<file path="config.mk">
export PLATFORM = sky130hd
export DESIGN_NAME = sdl_link_ctrl
export DESIGN_NICKNAME = d
export VERILOG_FILES = /design/src/rtl/sdl_pkg.sv /design/src/rtl/sdl_sync.sv /design/src/rtl/sdl_half_timer.sv /design/src/rtl/sdl_rx_shift.sv /design/src/rtl/sdl_tx_shift.sv /design/src/rtl/sdl_link_ctrl.sv
export SDC_FILE = /design/constraint.sdc
export NUM_CORES = 1
export LEC_CHECK = 0
export ABC_AREA = 0
export BUFFER_PORTS_ARGS = -buffer_cell sky130_fd_sc_hd__buf_2
export CORE_MARGIN = 5
export CORE_UTILIZATION = 54
export CTS_CLUSTER_SIZE = 14
export DETAILED_ROUTE_END_ITERATION = 10
export PLACE_DENSITY_LB_ADDON = 0.1
export SKIP_CTS_REPAIR_TIMING = 1
export SYNTH_ARGS = -nofsm -noshare
export SYNTH_HDL_FRONTEND = slang
export SYNTH_SLANG_ARGS = --single-unit
</file>
<file path="constraint.sdc">
create_clock -name clk -period 7.2 [get_ports clk]
set_clock_uncertainty 0.1 [all_clocks]
set_input_delay 1.44 -clock clk [delete_from_list [all_inputs] [get_ports clk]]
set_output_delay 1.44 -clock clk [all_outputs]
set_load 0.01 [all_outputs]
</file>
<file path="src/rtl/sdl_pkg.sv">
package sdl_pkg;

  typedef enum logic [2:0] {
    ST_IDLE,
    ST_LEAD,
    ST_RWAIT,
    ST_XFER,
    ST_TAIL,
    ST_REARM
  } sdl_state_e;

endpackage

</file>
<file path="src/rtl/sdl_sync.sv">
module sdl_sync #(
  parameter int STAGES = 2
) (
  input  logic clk,
  input  logic rst,
  input  logic d,
  output logic q
);
  logic [STAGES-1:0] chain;

  generate
    if (STAGES == 1) begin : g_one
      always_ff @(posedge clk) begin
        if (rst) chain <= '1;
        else     chain <= d;
      end
    end else begin : g_many
      always_ff @(posedge clk) begin
        if (rst) chain <= '1;
        else     chain <= {chain[STAGES-2:0], d};
      end
    end
  endgenerate

  assign q = chain[STAGES-1];
endmodule

</file>
<file path="src/rtl/sdl_half_timer.sv">
module sdl_half_timer #(
  parameter int DIV_W    = 8,
  parameter int MIN_HALF = 5
) (
  input  logic             clk,
  input  logic             rst,
  input  logic             run,
  input  logic [DIV_W-1:0] half_cfg,
  output logic             tick
);
  localparam logic [DIV_W-1:0] MIN_V = DIV_W'(MIN_HALF);

  logic [DIV_W-1:0] half_eff;
  logic [DIV_W-1:0] last_cnt;
  logic [DIV_W-1:0] cnt;

  always_comb begin
    half_eff = (half_cfg < MIN_V) ? MIN_V : half_cfg;
    last_cnt = half_eff - 1'b1;
  end

  assign tick = run && (cnt >= last_cnt);

  always_ff @(posedge clk) begin
    if (rst || !run) cnt <= '0;
    else if (tick)   cnt <= '0;
    else             cnt <= cnt + 1'b1;
  end

  AST_NO_BACK_TO_BACK_TICK: assert property (@(posedge clk) disable iff (rst)
    (run && $past(run) && $past(tick)) |-> !tick);
endmodule

</file>
<file path="src/rtl/sdl_rx_shift.sv">
module sdl_rx_shift #(
  parameter int W = 24
) (
  input  logic         clk,
  input  logic         rst,
  input  logic         clr,
  input  logic         shift_en,
  input  logic         bit_in,
  output logic [W-1:0] word_q
);
  always_ff @(posedge clk) begin
    if (rst || clr)    word_q <= '0;
    else if (shift_en) word_q <= {word_q[W-2:0], bit_in};
  end
endmodule

</file>
<file path="src/rtl/sdl_tx_shift.sv">
module sdl_tx_shift #(
  parameter int W = 8
) (
  input  logic         clk,
  input  logic         rst,
  input  logic         load,
  input  logic [W-1:0] load_val,
  input  logic         shift_en,
  output logic         msb
);
  logic [W-1:0] sr;

  always_ff @(posedge clk) begin
    if (rst)           sr <= '1;
    else if (load)     sr <= load_val;
    else if (shift_en) sr <= {sr[W-2:0], 1'b1};
  end

  assign msb = sr[W-1];
endmodule

</file>
<file path="src/rtl/sdl_link_ctrl.sv">
module sdl_link_ctrl #(
  parameter int DATA_W      = 24,
  parameter int CMD_W       = 8,
  parameter int DIV_W       = 8,
  parameter int MIN_HALF    = 5,
  parameter int SYNC_STAGES = 2,
  parameter int LEAD_HALVES = 2
) (
  input  logic              clk,
  input  logic              rst,
  input  logic [DIV_W-1:0]  half_div,
  input  logic              rd_en,
  input  logic              wr_req,
  input  logic [CMD_W-1:0]  wr_data,
  output logic              busy,
  output logic              res_valid,
  output logic [DATA_W-1:0] res_data,
  output logic              adc_cs_n,
  output logic              adc_sclk,
  output logic              adc_din,
  input  logic              adc_dout_rdy
);
  import sdl_pkg::*;

  localparam int MAX_BITS = (DATA_W > CMD_W) ? DATA_W : CMD_W;
  localparam int BIT_W    = $clog2(MAX_BITS);
  localparam int LEAD_W   = $clog2(LEAD_HALVES + 1);
  localparam logic [BIT_W-1:0]  RD_LAST   = BIT_W'(DATA_W - 1);
  localparam logic [BIT_W-1:0]  WR_LAST   = BIT_W'(CMD_W - 1);
  localparam logic [LEAD_W-1:0] LEAD_LAST = LEAD_W'(LEAD_HALVES - 1);
  localparam logic [DIV_W-1:0]  MIN_V     = DIV_W'(MIN_HALF);

  sdl_state_e        state;
  logic              is_rd;
  logic [BIT_W-1:0]  bit_cnt;
  logic [BIT_W-1:0]  last_bit;
  logic [LEAD_W-1:0] lead_cnt;
  logic              rdy_s;
  logic              tick;
  logic              run;
  logic              tx_load, tx_shift, tx_msb;
  logic              rx_clr, rx_shift;
  logic [DATA_W-1:0] rx_word;

  sdl_sync #(.STAGES(SYNC_STAGES)) u_sync (
    .clk(clk), .rst(rst), .d(adc_dout_rdy), .q(rdy_s)
  );

  sdl_half_timer #(.DIV_W(DIV_W), .MIN_HALF(MIN_HALF)) u_timer (
    .clk(clk), .rst(rst), .run(run), .half_cfg(half_div), .tick(tick)
  );

  sdl_rx_shift #(.W(DATA_W)) u_rx (
    .clk(clk), .rst(rst), .clr(rx_clr), .shift_en(rx_shift),
    .bit_in(rdy_s), .word_q(rx_word)
  );

  sdl_tx_shift #(.W(CMD_W)) u_tx (
    .clk(clk), .rst(rst), .load(tx_load), .load_val(wr_data),
    .shift_en(tx_shift), .msb(tx_msb)
  );

  always_comb begin
    run      = (state == ST_LEAD) || (state == ST_XFER) || (state == ST_TAIL);
    last_bit = is_rd ? RD_LAST : WR_LAST;
    tx_load  = (state == ST_IDLE) && wr_req;
    tx_shift = (state == ST_XFER) && tick && adc_sclk && !is_rd;
    rx_clr   = (state == ST_RWAIT);
    rx_shift = (state == ST_XFER) && tick && !adc_sclk && is_rd;
  end

  assign busy = (state != ST_IDLE);

  always_ff @(posedge clk) begin
    if (rst) begin
      state     <= ST_IDLE;
      is_rd     <= 1'b0;
      bit_cnt   <= '0;
      lead_cnt  <= '0;
      adc_cs_n  <= 1'b1;
      adc_sclk  <= 1'b1;
      adc_din   <= 1'b1;
      res_valid <= 1'b0;
      res_data  <= '0;
    end else begin
      res_valid <= 1'b0;
      unique case (state)
        ST_IDLE: begin
          adc_cs_n <= 1'b1;
          adc_sclk <= 1'b1;
          adc_din  <= 1'b1;
          lead_cnt <= '0;
          if (wr_req) begin
            is_rd    <= 1'b0;
            adc_cs_n <= 1'b0;
            state    <= ST_LEAD;
          end else if (rd_en) begin
            is_rd    <= 1'b1;
            adc_cs_n <= 1'b0;
            state    <= ST_LEAD;
          end
        end
        ST_LEAD: begin
          if (tick) begin
            if (lead_cnt == LEAD_LAST) begin
              lead_cnt <= '0;
              bit_cnt  <= '0;
              state    <= is_rd ? ST_RWAIT : ST_XFER;
            end else begin
              lead_cnt <= lead_cnt + 1'b1;
            end
          end
        end
        ST_RWAIT: begin
          if (!rd_en) begin
            adc_cs_n <= 1'b1;
            state    <= ST_IDLE;
          end else if (!rdy_s) begin
            bit_cnt <= '0;
            state   <= ST_XFER;
          end
        end
        ST_XFER: begin
          if (tick) begin
            if (adc_sclk) begin
              adc_sclk <= 1'b0;
              if (!is_rd) adc_din <= tx_msb;
            end else begin
              adc_sclk <= 1'b1;
              if (bit_cnt == last_bit) begin
                state <= ST_TAIL;
                if (is_rd) begin
                  res_valid <= 1'b1;
                  res_data  <= {~rx_word[DATA_W-2], rx_word[DATA_W-3:0], rdy_s};
                end
              end else begin
                bit_cnt <= bit_cnt + 1'b1;
              end
            end
          end
        end
        ST_TAIL: begin
          if (tick) begin
            if (is_rd && rd_en) begin
              state <= ST_REARM;
            end else begin
              adc_cs_n <= 1'b1;
              adc_din  <= 1'b1;
              state    <= ST_IDLE;
            end
          end
        end
        ST_REARM: begin
          if (!rd_en) begin
            adc_cs_n <= 1'b1;
            state    <= ST_IDLE;
          end else if (rdy_s) begin
            state <= ST_RWAIT;
          end
        end
        default: state <= ST_IDLE;
      endcase
    end
  end

  // Run length of the current serial clock level, kept for the phase check.
  logic             sclk_prev;
  logic [DIV_W-1:0] run_len;

  always_ff @(posedge clk) begin
    if (rst) begin
      sclk_prev <= 1'b1;
      run_len   <= MIN_V;
    end else begin
      sclk_prev <= adc_sclk;
      if (adc_sclk != sclk_prev) run_len <= DIV_W'(1);
      else if (run_len < MIN_V)  run_len <= run_len + 1'b1;
    end
  end

  AST_SCLK_IDLE_HIGH: assert property (@(posedge clk) disable iff (rst)
    adc_cs_n |-> adc_sclk);
  AST_PHASE_MIN: assert property (@(posedge clk) disable iff (rst)
    (adc_sclk != sclk_prev) |-> (run_len >= MIN_V));
  AST_VALID_PULSE: assert property (@(posedge clk) disable iff (rst)
    res_valid |=> !res_valid);
  AST_IDLE_DESELECTED: assert property (@(posedge clk) disable iff (rst)
    !busy |-> adc_cs_n);
  AST_DIN_HOLD: assert property (@(posedge clk) disable iff (rst)
    (!adc_cs_n && $past(!adc_cs_n) && adc_sclk && $past(adc_sclk)) |-> $stable(adc_din));
  AST_BIT_RANGE: assert property (@(posedge clk) disable iff (rst)
    (state == ST_XFER) |-> (bit_cnt <= last_bit));
endmodule

</file>
== Yosys cells after proc, flatten, opt, wreduce, memory -nomap -nowiden ==
Cells that the tools add are included.
Word-level totals
  input port bits: 21
  register bits after elaboration: 80
  word-level logic and storage cells: 128
Cells by class
  $add $sub $neg: 4
  reductions and logical operators: 35
  multiplexer cells: 46
  equal/unequal tests: 23
  $lt $le $gt $ge: 2
  bitwise logic cells: 5
Operators with widths (count)
  5-bit 2-to-1 mux: 8
  3-bit 2-to-1 mux: 13
  8-bit 2-to-1 mux: 3
  2-bit inequality test, second input constant: 11
  3-bit case mux with 6 select lines: 1
  5-bit case mux with 3 select lines: 1
  1-bit 2-to-1 mux: 14
  3-bit nonzero test: 4
  9-bit AND reduction: 1
  8-bit by 1-bit adder with 8-bit output, second input constant: 1
  8-bit greater-or-equal comparator: 1
  1-bit logical AND: 8
  8-bit by 3-bit less-than comparator with 1-bit output, second input constant: 1
  8-bit AND reduction: 1
  2-bit nonzero test: 4
  8-bit by 1-bit subtractor with 8-bit output, second input constant: 1
  3-bit by 2-bit == test with 1-bit output, second input constant: 2
  3-bit == test, second input constant: 2
  3-bit inequality test, second input constant: 2
  1-bit case mux with 3 select lines: 2
  2-bit AND reduction: 3
  6-bit AND reduction: 1
  5-bit by 1-bit adder with 5-bit output, second input constant: 1
  5-bit == test: 1
  16 further kinds: 28

== Longest topological paths before layout ==
Gate-level depths: netlist of the first run.
  depth after elaboration: 10
  depth in mapped cells: 16
  gate-level depth less buffers: 14

== By module ==
From an unflattened synthesis of the first run, not the netlist that was laid out.
Unflattened totals
  cells, all modules: 407
  area, all modules: 3808.7 um^2
By module, submodules not included
  sdl_link_ctrl: times used 1, cells each 214, area each 1883.1 um^2
  sdl_rx_shift: times used 1, cells each 79, area each 867.1 um^2
  sdl_half_timer: times used 1, cells each 75, area each 640.6 um^2
  sdl_tx_shift: times used 1, cells each 35, area each 365.4 um^2
  sdl_sync: times used 1, cells each 4, area each 52.6 um^2

== Worst setup path after synthesis of the first run ==
No wires, ideal clock.
  path kind: input to register
  start: input port half_div[5]
  end: register u_tx.sr[2]
  data required time: 7030 ps
  arrival: 4417 ps
  setup slack: 2614 ps
  cell stages on the path: 13
  path through: or3_1 > o41ai_1 > ha_1 > nand2_1 > or2_2 > xor2_1 > ha_1 > nand4_1 > o31a_1 > o41ai_2 > buf_2 > nor3_1 > a21oi_1
Between the ends
  word-level cells in the longest chain between the ends: 9
RTL lines
  from (decl): RTL line sdl_link_ctrl.sv:11  | input logic [DIV_W-1:0] half_div,
  8-bit by 3-bit less-than comparator with 1-bit output: RTL line sdl_half_timer.sv:18  | half_eff = (half_cfg < MIN_V) ? MIN_V : half_cfg;
  8-bit 2-to-1 mux (*): RTL line sdl_half_timer.sv:18
  8-bit by 1-bit subtractor with 8-bit output (*): RTL line sdl_half_timer.sv:19  | last_cnt = half_eff - 1'b1;
  8-bit greater-or-equal comparator (*): RTL line sdl_half_timer.sv:22  | assign tick = run && (cnt >= last_cnt);
  1-bit logical AND (*): RTL line sdl_half_timer.sv:22
  1-bit logical AND (*) (3 in series): RTL line sdl_link_ctrl.sv:67  | tx_shift = (state == ST_XFER) && tick && adc_sclk && !is_rd;
  2-bit nonzero test (no source line) (*)
  to (signal assigned): RTL line sdl_tx_shift.sv:15  | else if (load) sr <= load_val;
  to (signal assigned): RTL line sdl_tx_shift.sv:16  | else if (shift_en) sr <= {sr[W-2:0], 1'b1};
  to (decl): RTL line sdl_tx_shift.sv:11  | logic [W-1:0] sr;
Mark *: on every way between the ends. The rest lies on a longest branch, timed or not.
A chain may end at the register's enable or synchronous reset.

== Worst setup path after layout of the first run ==
  start: input port half_div[5]
  end: register u_rx.word_q[2]
Between the ends
  word-level cells in the longest chain between the ends: 8
RTL lines
  8-bit by 3-bit less-than comparator with 1-bit output: RTL line sdl_half_timer.sv:18
  8-bit 2-to-1 mux (*): RTL line sdl_half_timer.sv:18
  8-bit by 1-bit subtractor with 8-bit output (*): RTL line sdl_half_timer.sv:19
  8-bit greater-or-equal comparator (*): RTL line sdl_half_timer.sv:22
  1-bit logical AND (*): RTL line sdl_half_timer.sv:22
  1-bit logical AND (*) (3 in series): RTL line sdl_link_ctrl.sv:69  | rx_shift = (state == ST_XFER) && tick && !adc_sclk && is_rd;
  to (signal assigned): RTL line sdl_rx_shift.sv:13  | else if (shift_en) word_q <= {word_q[W-2:0], bit_in};
  to (decl): RTL line sdl_rx_shift.sv:9  | output logic [W-1:0] word_q
Marks and branches as above.

==> impl_metrics.csv, run 1 <==
group,metric,value,unit
critical_path,path_delay_family,"simple AND/OR/NAND/NOR gates",
pwr,switching_share,0.271,
pwr,seqPwrFrac,0.516,
layout,finalNonFillerCells,560,
grt,grt_pass1_vias,2910,
route,drt_pass1_iterations,4,
yosys,netlist_instances,444,
pwr,p_sw,0.000242,W
timing,hold_viol,0,
place,gp_congestion,0.839,
timing,fmax,0.197,GHz
timing,setup_ws,2.13,ns
timing,rsz0062_at_grt,"false",
clock_network,cts.sinks,80,
layout,drive_above_1_share,0.160,
layout,utilization,0.615,
route,totalWireLength,7.69,mm
yosys,async_reset_ff_frac,0,
timing,hold_slack,0.312,ns
timing,min_period_over_period,0.704,
timing,setup_violations,0,
pwr,comb_power_share,0.090,
yosys,ys_warn_count,0,
clock_network,clock_latency,0.37,ns
clock_network,path_clk_slew,0.08,ns
clock_network,cts_root_buf,"clkbuf_8",
critical_path,arrival,5.27,ns
place,dp_hpwl,5.15,mm
die,dieWidth,93.0,um
clock_network,clockBufferDepth,2,
critical_path,crit_required,7.39,ns
layout,area.growth.synth_to_final,11.7,%
layout,n_antenna_cell,0,
layout,fin_nets,507,
die,die_area,0.00865,sq mm
yosys,synth_edf_count,0,
clock_network,htreeDepth,3,
pwr,power.density,215,mW/mm^2
grt,grt_use_total,0.187,
place,placed_cells,544,
critical_path,worstPathMaxFanout,23,
route,via_per_inst,5.65,
die,fp.dieH,93.0,um
grt,grt_pass1_wl,13.1,mm
die,initial_utilization,0.551,
die,io_pins,50,
critical_path,crit_path_end_kind,"register",
critical_path,critPathKind,"in2reg",
timing,relSlewSlack,0.191,
pwr,pwr-share-clk,0.394,
place,port_buffers,49,
min_path,min_path_type,"reg2reg",
route,drt-wirelength-per-cell,13.7,um
route,drc_errors,0,
layout,nFillCells,625,
critical_path,path_buf_inv,1,
job,maxCapViolations,0,
timing,setup-tns-final,0,ns
grt,grt_overflow_total,0,
timing,finalMaxSlewViolations,0,
timing,worstMarginPinSlew,1.20,ns
critical_path,start_kind,"input port",
yosys,synth.distinct_cells,53,
critical_path,max_stage_delay,0.77,ns
pwr,internal_power,0.000652,W
yosys,synth_ff_type,"dfxtp_1",
yosys,syn-cell-area,0.00372,sq mm
route,drt-initial-drc-count,218,
pwr,vdd_drop_max,115,uV
route,postRouteAntennaNets,0,
place,dpl_worst_slack,1.70,ns
yosys,ys_seq_area_frac,0.430,
die,num_rows,30,
grt,antenna_found_initial,0,
clock_network,cts_tree,"built",
critical_path,slowest_stage,"and2_1",
grt,grt_start_max_net_pins,62,
pwr,p_leak,1.80,nW
yosys,ys_ff_latch,80,
timing,finalCriticalPeriod,5.07,ns
yosys,syn_area_per_cell,8.38,sq um
die,core,0.00676,sq mm
clock_network,numCtsBuffers,9,
yosys,synth_fp_nets,476,
critical_path,cp_cell_sequence,"buf_2 > or3_1 > o41ai_1 > ha_1 > nand2_1 > or2_2 > xor2_1 > ha_1 > nand4_1 > o31ai_2 > and2_1 > nand2_1 > a21oi_1",
run_status,status,"finished, final reports clean",
route,dr_total_vias,3166,
-- power groups by stage --
stage                logic, W  registers (W)  clock network, W
floorplan           0.0000667       0.000464                 0
global placement    0.0000791       0.000471                 0
detailed placement  0.0000801       0.000471                 0
CTS                 0.0000804       0.000461          0.000360
global route        0.0000906       0.000463          0.000379
finish              0.0000804       0.000461          0.000352
-- layout make-up --
cell class | instances | area, sq um | share of cell area
Tap cell | 80 | 100 | 0.0241
Inverter | 9 | 33.8 | 0.00813
Clock inverter | 7 | 86.3 | 0.0208
Sequential cell | 80 | 1600 | 0.385
Multi-Input combinational cell | 323 | 1940 | 0.468
Timing Repair Buffer | 52 | 268 | 0.0644
Clock buffer | 9 | 124 | 0.0298
-- flip-flops by register name, summed over array words and instances, names as in the netlist --
name	count
u_rx.word_q	23
res_valid	1
u_tx.sr	8
u_sync.chain	2
bit_cnt	5
state	3
res_data	24
is_rd	1
lead_cnt	2
adc_cs_n	1
u_timer.cnt	8
adc_din	1
adc_sclk	1
-- per-stage QoR --
| stage | power [W] | instance area [sq um] |
|---|---|---|
| after floorplan | 0.000531 | 3720 |
| after global placement | 0.000550 | 3950 |
| after detailed placement | 0.000551 | 3950 |
| after CTS | 0.000902 | 4160 |
| after global routing | 0.000933 | 4160 |
| final | 0.000894 | 4160 |
-- worst register-to-register path, delay by kind of cell, from the launching register on --
| family | cells | cell delay, ns |
|---|---|---|
| AOI/OAI and AO/OA | 2 | 0.89 |
| adders and majority gates | 1 | 0.28 |
| buffers and inverters | 3 | 0.70 |
| DFF | 1 | 0.43 |
| muxes | 1 | 0.27 |
| and+or+nand+nor | 3 | 0.27 |
-- routing by layer --
layer  global-route usage  up-vias  part of all wire
met5                    0        -                 0
met4               0.0733        0             0.010
met3               0.0483        9             0.052
met2                0.303       79              0.47
met1                0.238     1452              0.47
li1                     -     1626                 -
-- synth_stat cells, types with 8 or more instances --
cell type / instances / area [sq um]
mux2i_1: 24 / 240
a21oi_1: 50 / 250
o21ai_0: 11 / 55.1
nor2_1: 43 / 161
nand2_1: 62 / 233
clkbuf_1: 19 / 71.3
buf_2: 10 / 50.1
a211oi_1: 8 / 60.1
and3_1: 10 / 62.6
nand3_1: 11 / 55.1
dfxtp_1: 80 / 1600
nor3_1: 13 / 65.1
xor2_1: 9 / 78.8
inv_1: 9 / 33.8
ha_1: 11 / 138
-- cell usage in the layout (no fill, tap or decap), types with 3 or more instances in the layout --
master    instances
buf_2            49
a21oi_1          50
nor3_1           13
nand2b_1          7
or4_1             3
o211ai_1          3
nand4_1           4
xnor2_1           3
clkbuf_8          9
nand3_1          11
inv_1             9
o22ai_1           3
buf_4             3
nand2_1          62
and3_1           10
o21ai_0          11
dfxtp_1          80
xor2_1            9
nor2_1           43
or3_1             5
mux2i_1          24
a211oi_1          8
a31oi_1           4
or2_2             3
ha_1             11
-- path summary, 6_finish.rpt --
kind | start | end | slack, ns | cells after the start
worst min-delay path | u_sync.chain[0] | u_sync.chain[1] | 0.31 | 1
worst max-delay path | half_div[5] | u_rx.word_q[2] | 2.13 | 13
worst max register to register | u_timer.cnt[0] | res_data[12] | 4.12 | 10
worst min register to register | u_sync.chain[0] | u_sync.chain[1] | 0.31 | 1
-- kinds of logic (layout without fill, tap and decap cells) --
group | count (synthesis) | after routing | share of synthesized area
compound gates | 101 | 101 | 0.169
xor+xnor | 12 | 12 | 0.0282
fa+ha+maj | 11 | 11 | 0.0370
buf+inv | 41 | 77 | 0.0487
flops | 80 | 80 | 0.430
mux | 24 | 24 | 0.0645
simple gates | 175 | 175 | 0.222
Note: power is estimated with default switching activity, not from simulation.
==> inputs of run 2 (changes only) <==
--- a/config.mk
+++ b/config.mk
@@ -5,10 +5,10 @@
 export SDC_FILE = /design/constraint.sdc
 export NUM_CORES = 1
 export LEC_CHECK = 0
-export ABC_AREA = 0
+export ABC_AREA = 1
 export BUFFER_PORTS_ARGS = -buffer_cell sky130_fd_sc_hd__buf_2
 export CORE_MARGIN = 5
-export CORE_UTILIZATION = 54
+export CORE_UTILIZATION = 52
 export CTS_CLUSTER_SIZE = 14
 export DETAILED_ROUTE_END_ITERATION = 10
 export PLACE_DENSITY_LB_ADDON = 0.1
==> constraint.sdc (replaced) <==
create_clock -name clk -period 4.45 [get_ports clk]
set_clock_uncertainty 0.1 [all_clocks]
set_input_delay 0.89 -clock clk [delete_from_list [all_inputs] [get_ports clk]]
set_output_delay 0.89 -clock clk [all_outputs]
set_load 0.01 [all_outputs]
==> impl_metrics.csv, run 2 <==
group,metric,value,unit
yosys,ys_ff_latch,80,
yosys,async_reset_ff_frac,0,
timing,setup-tns-final,0,ns
critical_path,path_buf_inv,3,
timing,hold_slack,0.329,ns
route,totalWireLength,8.11,mm
layout,n_antenna_cell,0,
clock_network,cts_tree,"built",
critical_path,critPathKind,"in2reg",
die,core,0.00721,sq mm
clock_network,clock_latency,0.35,ns
yosys,ys_warn_count,0,
yosys,syn_area_per_cell,7.20,sq um
clock_network,numCtsBuffers,9,
critical_path,worstPathMaxFanout,25,
layout,final_common_cell,"nand2_1",
yosys,synth_top_area_share,0.418,
die,io_pins,50,
place,gp_congestion,0.883,
pwr,switching_share,0.371,
grt,antenna_found_initial,0,
die,num_rows,31,
route,via_per_inst,5.11,
layout,fin_nets,607,
route,drt-wirelength-per-cell,11.9,um
critical_path,slowest_stage,"nand2_2",
yosys,ys_seq_area_frac,0.418,
critical_path,cp_cell_sequence,"buf_2 > or2_2 > nor3_1 > o21ai_0 > inv_1 > nor2_1 > ha_1 > xor2_1 > inv_1 > ha_1 > nand2_1 > nor2_1 > nor2_1 > nand2_1 > nand2_1 > nand2_1 > nand2_4 > nor2_8 > nand2_2 > nand2_1 > a21oi_1",
pwr,p_sw,0.000732,W
route,dr_total_vias,3472,
clock_network,path_clk_slew,0.08,ns
critical_path,crit_path_end_kind,"register",
die,die_area,0.00918,sq mm
die,fp.dieH,95.8,um
grt,grt_pass1_wl,13.9,mm
timing,fmax,0.277,GHz
yosys,synth_fp_nets,564,
clock_network,clockBufferDepth,2,
timing,rsz0062_at_grt,"false",
timing,relSlewSlack,0.364,
pwr,seqPwrFrac,0.428,
grt,grt_start_max_net_pins,45,
critical_path,arrival,3.72,ns
layout,area.growth.synth_to_final,12.2,%
run_status,status,"finished, final reports clean",
route,postRouteAntennaNets,0,
critical_path,cpMostUsedCell,"nand2_1",
place,port_buffers,49,
yosys,netlist_instances,532,
job,maxCapViolations,0,
grt,grt_overflow_total,0,
layout,top_regs,"res_data (24), u_rx.word_q (23)",
timing,finalMaxSlewViolations,0,
route,drc_errors,0,
die,initial_utilization,0.531,
min_path,min_path_type,"reg2reg",
timing,worstMarginPinSlew,0.951,ns
layout,max_flop_register,"res_data",
timing,min_period_over_period,0.813,
route,drt_pass1_iterations,5,
timing,finalCriticalPeriod,3.62,ns
timing,setup_violations,0,
yosys,synth_ff_type,"dfxtp_1",
layout,largest_reg_flops,24,
critical_path,crit_required,4.56,ns
grt,grt_use_total,0.190,
layout,mostFrequentLayoutCells,"140 x nand2_1, 80 x dfxtp_1, 79 x nand3_1",
pwr,internal_power,0.00124,W
yosys,netlist_top_cells_count,"140 x nand2_1, 80 x dfxtp_1, 79 x nand3_1, 55 x a21oi_1, 42 x nor2_1",
yosys,synth_edf_count,0,
yosys,yosysMostFrequentCell,"nand2_1",
yosys,synth.distinct_cells,33,
layout,drive_above_1_share,0.162,
grt,grt_pass1_vias,3146,
clock_network,cts_root_buf,"clkbuf_8",
clock_network,htreeDepth,3,
pwr,total_power,0.00197,W
layout,nFillCells,722,
die,dieWidth,95.8,um
critical_path,path_delay_family,"simple AND/OR/NAND/NOR gates",
yosys,synth.area.top_cells,"dfxtp_1 42%, nand2_1 14%, nand3_1 10%, a21oi_1 7.2%, nor2_1 4.1%",
critical_path,max_stage_delay,0.31,ns
yosys,synth_area_leader_cell,"dfxtp_1",
critical_path,start_kind,"input port",
pwr,comb_power_share,0.304,
pwr,p_leak,1.93,nW
pwr,vdd_drop_max,288,uV
yosys,syn-cell-area,0.00383,sq mm
route,drt-initial-drc-count,146,
timing,hold_viol,0,
pwr,pwr-share-clk,0.268,
place,dp_hpwl,5.66,mm
pwr,power.density,459,mW/mm^2
clock_network,cts.sinks,80,
run 2: layer usage:
layer | part of all wire | routed length [um] | global-route usage | up-vias
met1 | 0.48 | 3880 | 0.254 | 1558
met4 | 0.015 | 119 | 0.0640 | 0
met5 | 0 | 0 | 0 | -
met2 | 0.46 | 3720 | 0.304 | 79
li1 | - | - | - | 1823
met3 | 0.048 | 387 | 0.0422 | 12
run 2: cell families (layout without fill, tap and decap cells):
kind of cell,after synthesis,after routing,share of synthesized area
XOR/XNOR,4,4,0.00914
AO/OA/AOI/OAI,74,74,0.0996
flip-flops,80,80,0.418
AND/OR/NAND/NOR,296,296,0.356
buffers and inverters,67,115,0.0810
adder cells (fa/ha/maj),11,11,0.0359
run 2: area by class of cell:
| type | instances | area, sq um | share of cell area |
|---|---|---|---|
| clock buffer | 10 | 128 | 0.0297 |
| clock inverter | 6 | 67.6 | 0.0157 |
| inverter | 46 | 173 | 0.0402 |
| multi-input combinational | 385 | 1920 | 0.446 |
| sequential | 80 | 1600 | 0.372 |
| tap | 99 | 124 | 0.0288 |
| timing repair buffer | 53 | 288 | 0.0669 |
run 2: final timing paths:
path	cells past startpoint	startpoint	to	slack [ns]
hold reg to reg	1	u_sync.chain[0]	u_sync.chain[1]	0.33
setup / recovery	21	half_div[4]	res_data[9]	0.83
hold / removal	1	u_sync.chain[0]	u_sync.chain[1]	0.33
setup reg to reg	8	bit_cnt[0]	res_data[9]	1.77
run 2: power groups by stage:
stage                     sequential [W]  combinational (W)  clock [W]
final                           0.000845           0.000600   0.000530
after global routing            0.000851           0.000697   0.000571
after CTS                       0.000845           0.000605   0.000544
after detailed placement        0.000861           0.000601          0
after global placement          0.000859           0.000588          0
after floorplan                 0.000855           0.000468          0
run 2: stage by stage:
stage,std cells,instance area [sq um],worst slack [ns],utilization
after global routing,679,4300,0.512,0.596
final,679,4300,0.834,0.596
after CTS,679,4300,0.814,0.596
after global placement,663,4110,0.533,0.569
after detailed placement,663,4110,0.433,0.569
after floorplan,532,3830,0.999,-
